File: src/rtl/nbf_pkg.sv
package nbf_pkg;

    typedef enum logic [1:0] {
        ST_IDLE = 2'd0,
        ST_SCAN = 2'd1,
        ST_DONE = 2'd2
    } scan_state_e;

endpackage

File: src/rtl/nbf_line_bank.sv
// One row of pixel history: a column-addressed store with an
// asynchronous read and a synchronous write at the same address.
module nbf_line_bank #(
    parameter int PIX_W = 32,
    parameter int DEPTH = 16,
    localparam int AW   = (DEPTH > 1) ? $clog2(DEPTH) : 1
) (
    input  logic             clk,
    input  logic             wr_en,
    input  logic [AW-1:0]    addr,
    input  logic [PIX_W-1:0] wr_data,
    output logic [PIX_W-1:0] rd_data
);

    logic [PIX_W-1:0] cells [DEPTH];

    always_ff @(posedge clk) begin
        if (wr_en) begin
            cells[addr] <= wr_data;
        end
    end

    assign rd_data = cells[addr];

endmodule

File: src/rtl/nbf_window.sv
// WIN x WIN register window. "preview" presents the shifted window
// combinationally; "commit" stores it.
module nbf_window #(
    parameter int PIX_W = 32,
    parameter int WIN   = 5,
    localparam int ROW_BITS = WIN * PIX_W,
    localparam int ALL_BITS = WIN * WIN * PIX_W
) (
    input  logic                clk,
    input  logic                rst_n,
    input  logic                preview,
    input  logic                commit,
    input  logic [ROW_BITS-1:0] col_in,
    output logic [ALL_BITS-1:0] view
);

    logic [PIX_W-1:0] cell_q [WIN][WIN];

    for (genvar r = 0; r < WIN; r++) begin : g_row
        for (genvar j = 0; j < WIN; j++) begin : g_col
            logic [PIX_W-1:0] shifted;

            if (j == WIN - 1) begin : g_edge
                assign shifted = col_in[r*PIX_W +: PIX_W];
            end else begin : g_inner
                assign shifted = cell_q[r][j+1];
            end

            assign view[(r*WIN + j)*PIX_W +: PIX_W] = preview ? shifted : cell_q[r][j];

            always_ff @(posedge clk) begin
                if (!rst_n) begin
                    cell_q[r][j] <= '0;
                end else if (commit) begin
                    cell_q[r][j] <= shifted;
                end
            end
        end
    end

endmodule

File: src/rtl/nbf_sum.sv
// Wrapping sum of N packed pixels.
module nbf_sum #(
    parameter int PIX_W = 32,
    parameter int N     = 25
) (
    input  logic [N*PIX_W-1:0] terms,
    output logic [PIX_W-1:0]   total
);

    always_comb begin
        total = '0;
        for (int i = 0; i < N; i++) begin
            total = total + terms[i*PIX_W +: PIX_W];
        end
    end

endmodule

File: src/rtl/nbf_scan_ctrl.sv
// Frame sequencer: scan counters, read/emit position decode, and the
// joint stall rule for both stream sides.
module nbf_scan_ctrl
    import nbf_pkg::*;
#(
    parameter int WIN = 5,
    parameter int CW  = 5,
    parameter int RW  = 5
) (
    input  logic          clk,
    input  logic          rst_n,
    input  logic          start,
    input  logic [CW-1:0] frame_cols,
    input  logic [RW-1:0] frame_rows,
    input  logic          in_valid,
    input  logic          out_ready,
    output logic          in_ready,
    output logic          out_valid,
    output logic          rd_pos,
    output logic          take,
    output logic          inner,
    output logic [CW-1:0] col_idx,
    output logic          busy,
    output logic          done
);

    localparam int HALF = WIN / 2;
    localparam logic [CW-1:0] C_HALF  = CW'(HALF);
    localparam logic [RW-1:0] R_HALF  = RW'(HALF);
    localparam logic [CW-1:0] C_EDGE  = CW'(WIN - 1);
    localparam logic [RW-1:0] R_EDGE  = RW'(WIN - 1);
    localparam logic [CW-1:0] C_FLUSH = CW'(HALF - 1);
    localparam logic [RW-1:0] R_FLUSH = RW'(HALF - 1);

    scan_state_e   state_q, state_d;
    logic [CW-1:0] cols_q, col_q;
    logic [RW-1:0] rows_q, row_q;

    logic scanning, em_pos, in_go, out_go, adv, launch;
    logic col_end, row_end;

    assign scanning = (state_q == ST_SCAN);
    assign launch   = start && (state_q != ST_SCAN);
    assign col_end  = (col_q == cols_q + C_FLUSH);
    assign row_end  = (row_q == rows_q + R_FLUSH);

    // Next-state logic
    always_comb begin
        state_d = state_q;
        unique case (state_q)
            ST_IDLE: if (launch)                      state_d = ST_SCAN;
            ST_SCAN: if (adv && col_end && row_end)   state_d = ST_DONE;
            ST_DONE: if (launch)                      state_d = ST_SCAN;
            default:                                  state_d = ST_IDLE;
        endcase
    end

    // State register, captured size and scan position
    always_ff @(posedge clk) begin
        if (!rst_n) begin
            state_q <= ST_IDLE;
            cols_q  <= '0;
            rows_q  <= '0;
            col_q   <= '0;
            row_q   <= '0;
        end else begin
            state_q <= state_d;
            if (launch) begin
                cols_q <= frame_cols;
                rows_q <= frame_rows;
                col_q  <= '0;
                row_q  <= '0;
            end else if (adv) begin
                if (col_end) begin
                    col_q <= '0;
                    row_q <= row_q + RW'(1);
                end else begin
                    col_q <= col_q + CW'(1);
                end
            end
        end
    end

    // Outputs and position decode
    always_comb begin
        rd_pos    = scanning && (row_q < rows_q) && (col_q < cols_q);
        em_pos    = scanning && (row_q >= R_HALF) && (col_q >= C_HALF);
        in_go     = !rd_pos || in_valid;
        out_go    = !em_pos || out_ready;
        adv       = scanning && in_go && out_go;
        in_ready  = rd_pos && out_go;
        out_valid = em_pos && in_go;
        take      = rd_pos && adv;
        inner     = (row_q >= R_EDGE) && (row_q < rows_q) &&
                    (col_q >= C_EDGE) && (col_q < cols_q);
        col_idx   = col_q;
        busy      = scanning;
        done      = (state_q == ST_DONE);
    end

endmodule

File: src/rtl/nbf_window_filter.sv
module nbf_window_filter #(
    parameter int PIX_W    = 32,
    parameter int WIN      = 5,
    parameter int MAX_COLS = 16,
    parameter int MAX_ROWS = 16,
    localparam int CW      = $clog2(MAX_COLS + WIN),
    localparam int RW      = $clog2(MAX_ROWS + WIN)
) (
    input  logic             clk,
    input  logic             rst_n,
    input  logic             start,
    input  logic [CW-1:0]    frame_cols,
    input  logic [RW-1:0]    frame_rows,
    input  logic             in_valid,
    output logic             in_ready,
    input  logic [PIX_W-1:0] in_data,
    output logic             out_valid,
    input  logic             out_ready,
    output logic [PIX_W-1:0] out_data,
    output logic             busy,
    output logic             done
);

    localparam int AW     = (MAX_COLS > 1) ? $clog2(MAX_COLS) : 1;
    localparam int STORES = WIN - 1;

    logic          rd_pos, take, inner;
    logic [CW-1:0] col_idx;
    logic [AW-1:0] bank_addr;

    logic [PIX_W-1:0]           store_rd [STORES];
    logic [WIN*PIX_W-1:0]       fresh_col;
    logic [WIN*WIN*PIX_W-1:0]   win_view;
    logic [PIX_W-1:0]           win_sum;

    nbf_scan_ctrl #(
        .WIN (WIN),
        .CW  (CW),
        .RW  (RW)
    ) u_ctrl (
        .clk        (clk),
        .rst_n      (rst_n),
        .start      (start),
        .frame_cols (frame_cols),
        .frame_rows (frame_rows),
        .in_valid   (in_valid),
        .out_ready  (out_ready),
        .in_ready   (in_ready),
        .out_valid  (out_valid),
        .rd_pos     (rd_pos),
        .take       (take),
        .inner      (inner),
        .col_idx    (col_idx),
        .busy       (busy),
        .done       (done)
    );

    assign bank_addr = col_idx[AW-1:0];

    // The newest row is the live pixel itself; only WIN-1 older rows are stored.
    assign fresh_col[STORES*PIX_W +: PIX_W] = in_data;

    for (genvar b = 0; b < STORES; b++) begin : g_store
        logic [PIX_W-1:0] wr_val;

        if (b == STORES - 1) begin : g_top
            assign wr_val = in_data;
        end else begin : g_mid
            assign wr_val = store_rd[b+1];
        end

        assign fresh_col[b*PIX_W +: PIX_W] = store_rd[b];

        nbf_line_bank #(
            .PIX_W (PIX_W),
            .DEPTH (MAX_COLS)
        ) u_bank (
            .clk     (clk),
            .wr_en   (take),
            .addr    (bank_addr),
            .wr_data (wr_val),
            .rd_data (store_rd[b])
        );
    end

    nbf_window #(
        .PIX_W (PIX_W),
        .WIN   (WIN)
    ) u_window (
        .clk     (clk),
        .rst_n   (rst_n),
        .preview (rd_pos),
        .commit  (take),
        .col_in  (fresh_col),
        .view    (win_view)
    );

    nbf_sum #(
        .PIX_W (PIX_W),
        .N     (WIN * WIN)
    ) u_sum (
        .terms (win_view),
        .total (win_sum)
    );

    assign out_data = inner ? win_sum : '0;

endmodule

File: config.mk
export PLATFORM = sky130hd
export DESIGN_NAME = nbf_window_filter
export DESIGN_NICKNAME = d
export VERILOG_FILES = /design/src/rtl/nbf_pkg.sv /design/src/rtl/nbf_line_bank.sv /design/src/rtl/nbf_window.sv /design/src/rtl/nbf_sum.sv /design/src/rtl/nbf_scan_ctrl.sv /design/src/rtl/nbf_window_filter.sv
export SDC_FILE = /design/constraint.sdc
export NUM_CORES = 2
export LEC_CHECK = 0
export BUFFER_PORTS_ARGS = -buffer_cell sky130_fd_sc_hd__clkbuf_2
export CORE_UTILIZATION = 45
export DETAILED_ROUTE_END_ITERATION = 10
export PLACE_DENSITY = 0.7
export SYNTH_ARGS = -nofsm -noshare
export SYNTH_HDL_FRONTEND = slang
export SYNTH_SLANG_ARGS = --single-unit
export TNS_END_PERCENT = 100
File: constraint.sdc
create_clock -name clk -period 75 [get_ports clk]
set_input_delay 15 -clock clk [delete_from_list [all_inputs] [get_ports clk]]
set_output_delay 15 -clock clk [all_outputs]
set_load 0.02 [all_outputs]
Word level (Yosys, flattened, before mapping):

Memory sizes are Yosys's and may differ from the RTL's. A register that Yosys moved wholly into a read port is not among the register bits.
Index checks and enable logic that the tools add are counted.

* eq/ne operators: 7
* bitwise operators: 26
* shift-type cells: 0
* multiplexer cells: 68
* multipliers: 0
* order comparisons: 6
* reductions and logical operators: 24
* $add $sub $neg: 28
* divide/modulo/power cells: 0

Operator list (count)
* 2-to-1 mux 32 bit: 51
* adder 32 bit: 24
* 2-to-1 mux 4 bit: 8
* bitwise OR 1 bit: 25
* adder 5 x 1 -> 5 bit (second input constant): 4
* logical AND 1 bit: 15
* == test 5 bit: 2
* greater-or-equal comparator 5 x 2 -> 1 bit (second input constant): 2
* greater-or-equal comparator 5 x 3 -> 1 bit (second input constant): 2
* < comparator 5 bit: 2
* 2-to-1 mux 1 bit: 5
* 2-to-1 mux 5 bit: 1
* 2-to-1 mux 2 bit: 2
* != test 2 x 1 -> 1 bit (second input constant): 2
* case mux 2 bit (2 select lines): 1
* AND reduction 2 bit: 2
* OR reduction 2 bit: 2
* == test 2 x 1 -> 1 bit (second input constant): 1
* == test 2 bit (second input constant): 1
* logical NOT 1 bit: 2
* logical NOT 2 bit: 1
* logical OR 1 bit: 2
* != test 2 bit (second input constant): 1
* inverter 1 bit: 1

* input bits: 47
* RAM bits: 2848
* output and inout port bits: 36
* memory bits (read-only): 0
* memories: 5
* word-level logic and storage cells: 169
* flip-flop bits (word level): 22
* bits in latches: 0

Memories
* u_window.cell_q: depth 5, bits a word 160, rd ports 5, clocked after Yosys merged registers in 0, write ports 5, line nbf_window.sv:17 `logic [PIX_W-1:0] cell_q [WIN][WIN];`
* g_store[0].u_bank.cells: depth 16, bits a word 32, rd ports 1, clocked after Yosys merged registers in 1, write ports 1, line nbf_line_bank.sv:15 `logic [PIX_W-1:0] cells [DEPTH];`
* g_store[1].u_bank.cells: depth 16, bits a word 32, rd ports 1, clocked after Yosys merged registers in 1, write ports 1, line nbf_line_bank.sv:15
* g_store[2].u_bank.cells: depth 16, bits a word 32, rd ports 1, clocked after Yosys merged registers in 1, write ports 1, line nbf_line_bank.sv:15
* g_store[3].u_bank.cells: depth 16, bits a word 32, rd ports 1, clocked after Yosys merged registers in 1, write ports 1, line nbf_line_bank.sv:15

Depth between registers and ports, before layout:

* depth in word-level cells: 29
* depth in mapped cells: 35
* gate-level depth less buffers: 32

Cells and area by module:

From an unflattened synthesis, not the netlist that was laid out.

* cells, all modules: 7867
* area total of the unflattened synthesis: 137543.2 um^2

By module, submodules not included
* nbf_line_bank: times used 4, area each 19222.2 um^2, cells an instance 808, seq. area each 15374.7 um^2
* nbf_window: times used 1, area each 39955.8 um^2, cells an instance 2668, seq. area each 24023.0 um^2
* nbf_sum: times used 1, area each 18913.1 um^2, cells an instance 1750, seq. area each 0.0 um^2
* nbf_scan_ctrl: times used 1, area each 1530.2 um^2, cells an instance 182, seq. area each 440.4 um^2
* nbf_window_filter: times used 1, area each 255.2 um^2, cells an instance 35, seq. area each 0.0 um^2

Worst setup path before layout:

Ideal clock, no wire load.

* kind: input port to flip-flop
* start point: input out_ready
* end point: memory u_window.cell_q[0][0] (netlist bit), enable pin
* arrival: 34995 ps
* buffers on the path: 0
* path slack: 38683 ps
* stages on the path: 4
* setup time: 1322 ps
* required time: 73678 ps
* cells stage by stage: o21a_1 -> o41a_1 -> and2_1 -> nand2b_1

RTL lines
* start, declared: line nbf_window_filter.sv:18 `input logic out_ready,`
* end, declared: line nbf_window.sv:17

Worst setup path after layout:

* start point: input in_data[1]
* end point: output out_data[24]

* longest elaborated chain between the ends: 3

Ends and longest elaborated chain
* start, declared: line nbf_window_filter.sv:16 `input logic [PIX_W-1:0] in_data,`
* 2-to-1 mux 32 bit: line nbf_window.sv:29 `assign view[(r*WIN + j)*PIX_W +: PIX_W] = preview ? shifted : cell_q[r][j];`
* adder 32 bit: line nbf_sum.sv:13 `total = total + terms[i*PIX_W +: PIX_W];`
* 2-to-1 mux 32 bit: line nbf_window_filter.sv:106 `assign out_data = inner ? win_sum : '0;`
* end, declared: line nbf_window_filter.sv:19 `output logic [PIX_W-1:0] out_data,`

No other way between the ends.

==> flow_metrics.env <==
export IMPL_dr_pass1_iters=5
export IMPL_synth_area_per_cell_um2=16.69
export IMPL_post_dp_hpwl_um=179000
export IMPL_post_cts_setup_buffers=0
export IMPL_syn_to_final_growth_pct=10.63
export IMPL_startpoint_type="input pin"
export IMPL_synth_xor_area_share_pct=0.5395
export IMPL_synth_seq_cells=2874
export IMPL_ys_warn_count=0
export IMPL_synth_compound_area_share_pct=0.7991
export IMPL_grt_first_pass_wirelength_um=459700
export IMPL_clock_latency_ps=870
export IMPL_required_ps=60000
export IMPL_grt_max_degree=139
export IMPL_fp_dieH_um=549.7
export IMPL_cts_hold_buffers=0
export IMPL_boundaryPins=83
export IMPL_synth_top_family_by_area="multiplexers"
export IMPL_cts_max_level=5
export IMPL_gp_congestion=0.8277
export IMPL_crit_type="in2out"
export IMPL_critical_path_most_common_cell="fa_1"
export IMPL_synthArstFlopShare_pct=0
export IMPL_antenna_found_initial=34
export IMPL_grt_pass1_vias=71453
export IMPL_wl_per_cell_um=24.71
export IMPL_final_nets=9018
export IMPL_path_buf_inv=4
export IMPL_cts_buffer_depth=4
export IMPL_layout_drive_gt1_share_pct=14.90
export IMPL_fin_crit_ps=36460
export IMPL_rsz0062_at_grt="no"
export IMPL_end_kind="output pin"
export IMPL_cts_resized=0
export IMPL_setup_viol=0
export IMPL_setup_tns_final_ps=0
export IMPL_yosys_area_share_simple_pct=7.476
export IMPL_crit_path_top_delay_cell="nor3b_1"
export IMPL_crit_path_max_incr_delay_ps=970
export IMPL_portBuffers=82
export IMPL_synth_edff_count=2848
export IMPL_finalClockSkew_ps=34.77
export IMPL_die_w_um=549.7
export IMPL_dieArea_um2=302100
export IMPL_maxSlewViolCount=0
export IMPL_mostFrequentLayoutCells="2848 x edfxtp_1, 1136 x nand2_1, 797 x and2_1"
export IMPL_synth_distinct_cells=58
export IMPL_cp_max_fo=18
export IMPL_finalHoldViolCount=0
export IMPL_rows=200
export IMPL_cts_tree="done"
export IMPL_place_ws_ps=38670
export IMPL_cts_root_buf="clkbuf_16"
export IMPL_setup_slack_ps=38540
export IMPL_overflow=0
export IMPL_worstPathArrival_ps=21460
export IMPL_ant_nets=0
export IMPL_worst_slew_pin_slew_ps=1250
export IMPL_drt_total_wl_um=306200
export IMPL_cts_sinks=2874
export IMPL_drt_iter0_drc=7293
export IMPL_cpLargestDelayFamily="adder cells"
export IMPL_fin_crit_sh_pct=48.62
export IMPL_netlist_instances=8087
export IMPL_drt_vias_per_instance=5.556
export IMPL_start_util_pct=45.36
export IMPL_core_area_um2=297500
export IMPL_drc=0
export IMPL_grtUsageTotal_pct=20.43
export IMPL_relSlewSlack_pct=16.68
export IMPL_hold_class="reg2reg"
export IMPL_ys_flop_type="edfxtp_1"
export IMPL_path_cells="clkbuf_2, mux2i_1, fa_1, fa_1, inv_1, fa_1, ha_1, ha_1, inv_1, fa_1, nor2b_1, o21a_1, o21ai_1, a21oi_1, o21ai_1, a21oi_1, o21ai_1, nand3_1, nor3b_1, clkbuf_2"
export IMPL_cts_made_buffers=295
export IMPL_final_common_cell="edfxtp_1"
export IMPL_synth_nets=8887
export IMPL_synthMuxAreaShare_pct=13.59
export IMPL_route_vias_total=68838
export IMPL_clock_fmax_ghz=0.02743
export IMPL_synth_adder_area_share_pct=10.84
export IMPL_yosysSeqAreaShare_pct=63.75
export IMPL_outcome="finished clean"
export IMPL_clkTransAtPathRegs_ps=60
export IMPL_drv_cap=0
export IMPL_syn_area_um2=135000
flip-flops by register name, indices dropped and copies added (netlist names), named ones only:
name	flops
g_store.u_bank.cells	2048
u_ctrl.col_idx	5
u_ctrl.cols_q	5
u_ctrl.row_q	5
u_ctrl.rows_q	5
u_ctrl.state_q	2
u_window.cell_q	800
layer usage:
metal  vias up  wire length, um  GRT usage, %
li1      29425                -             -
met2      2492           147600         33.16
met5         -              159             0
met3       386            25150         3.585
met1     36505           127600         29.01
met4        30             5661         4.428
worst reg2reg max path, delay by kind of cell (launching register included):
kind	cells	cell delay, ps
buffers and inverters	6	5120
AND/OR/NAND/NOR	3	1460
flip-flops	1	640
adder cells (fa/ha/maj)	1	320
AO/OA/AOI/OAI	2	240
metrics by stage:
| step | hold slack, ps | instance area, um2 | std cells | util [%] |
|---|---|---|---|---|
| after global routing | 505.4 | 149300 | 12382 | 50.18 |
| after floorplan | 459.5 | 135000 | 8087 | - |
| final | 483.1 | 149300 | 12389 | 50.18 |
| after detailed placement | 479.1 | 140000 | 11860 | 47.06 |
| after CTS | 487.4 | 149300 | 12381 | 50.18 |
| after global placement | 478.7 | 140000 | 11860 | 47.06 |
kinds of logic after synthesis:
group                      count (synthesis)
xor gates and xnor gates                  80
DFF                                     2874
muxes                                   1061
and+or+nand+nor                         2100
buffers and inverters                   1047
AOI/OAI and AO/OA                        172
adders and majority gates                753
cells in the mapped netlist (all sizes together), types with 4 or more instances:
master	number	area share, %
nand4	4	0.019
a21o	16	0.089
or3	7	0.032
a22oi	6	0.037
edfxtp	2848	63
mux2i	437	3.2
nor3	25	0.093
o21ai	39	0.14
nor2	66	0.18
and2	797	3.7
xnor2	49	0.32
mux2	9	0.075
and3	6	0.028
nor2b	21	0.097
o22ai	4	0.019
buf	128	0.45
o21a	10	0.056
nand2b	9	0.042
inv	676	1.9
clkbuf	243	0.68
nor3b	5	0.028
fa	693	10
a21boi	12	0.067
nand2	1137	3.2
ha	60	0.56
a21oi	53	0.20
a211oi	16	0.089
dfxtp	26	0.39
mux4	615	10
nand3	15	0.056
xor2	29	0.19
layout make-up:
cell class,instances,area [um2]
multi-input cells,4166,45010
clock buffers,358,7789
inverters,676,2537
flip-flops and latches,2874,86060
repair buffers,205,1484
well taps,3939,4928
clock inverters,163,1488
diodes,8,20.02
fillers,23812,148200
path summary, 6_finish.rpt:
kind / startpoint / end / cells past startpoint / slack (ps)
setup / recovery: in_data[1] / out_data[24] / 20 / 38540
hold / removal: u_ctrl.rows_q[4] / u_ctrl.rows_q[4] / 2 / 480
setup reg to reg: u_ctrl.col_idx[3] / u_window.cell_q[3][50] / 12 / 66800
hold reg to reg: u_ctrl.rows_q[4] / u_ctrl.rows_q[4] / 2 / 480
Power is left out: the tool's default activity adds up to more than one toggle a clock period on the data nets, which glitch-free logic cannot reach.
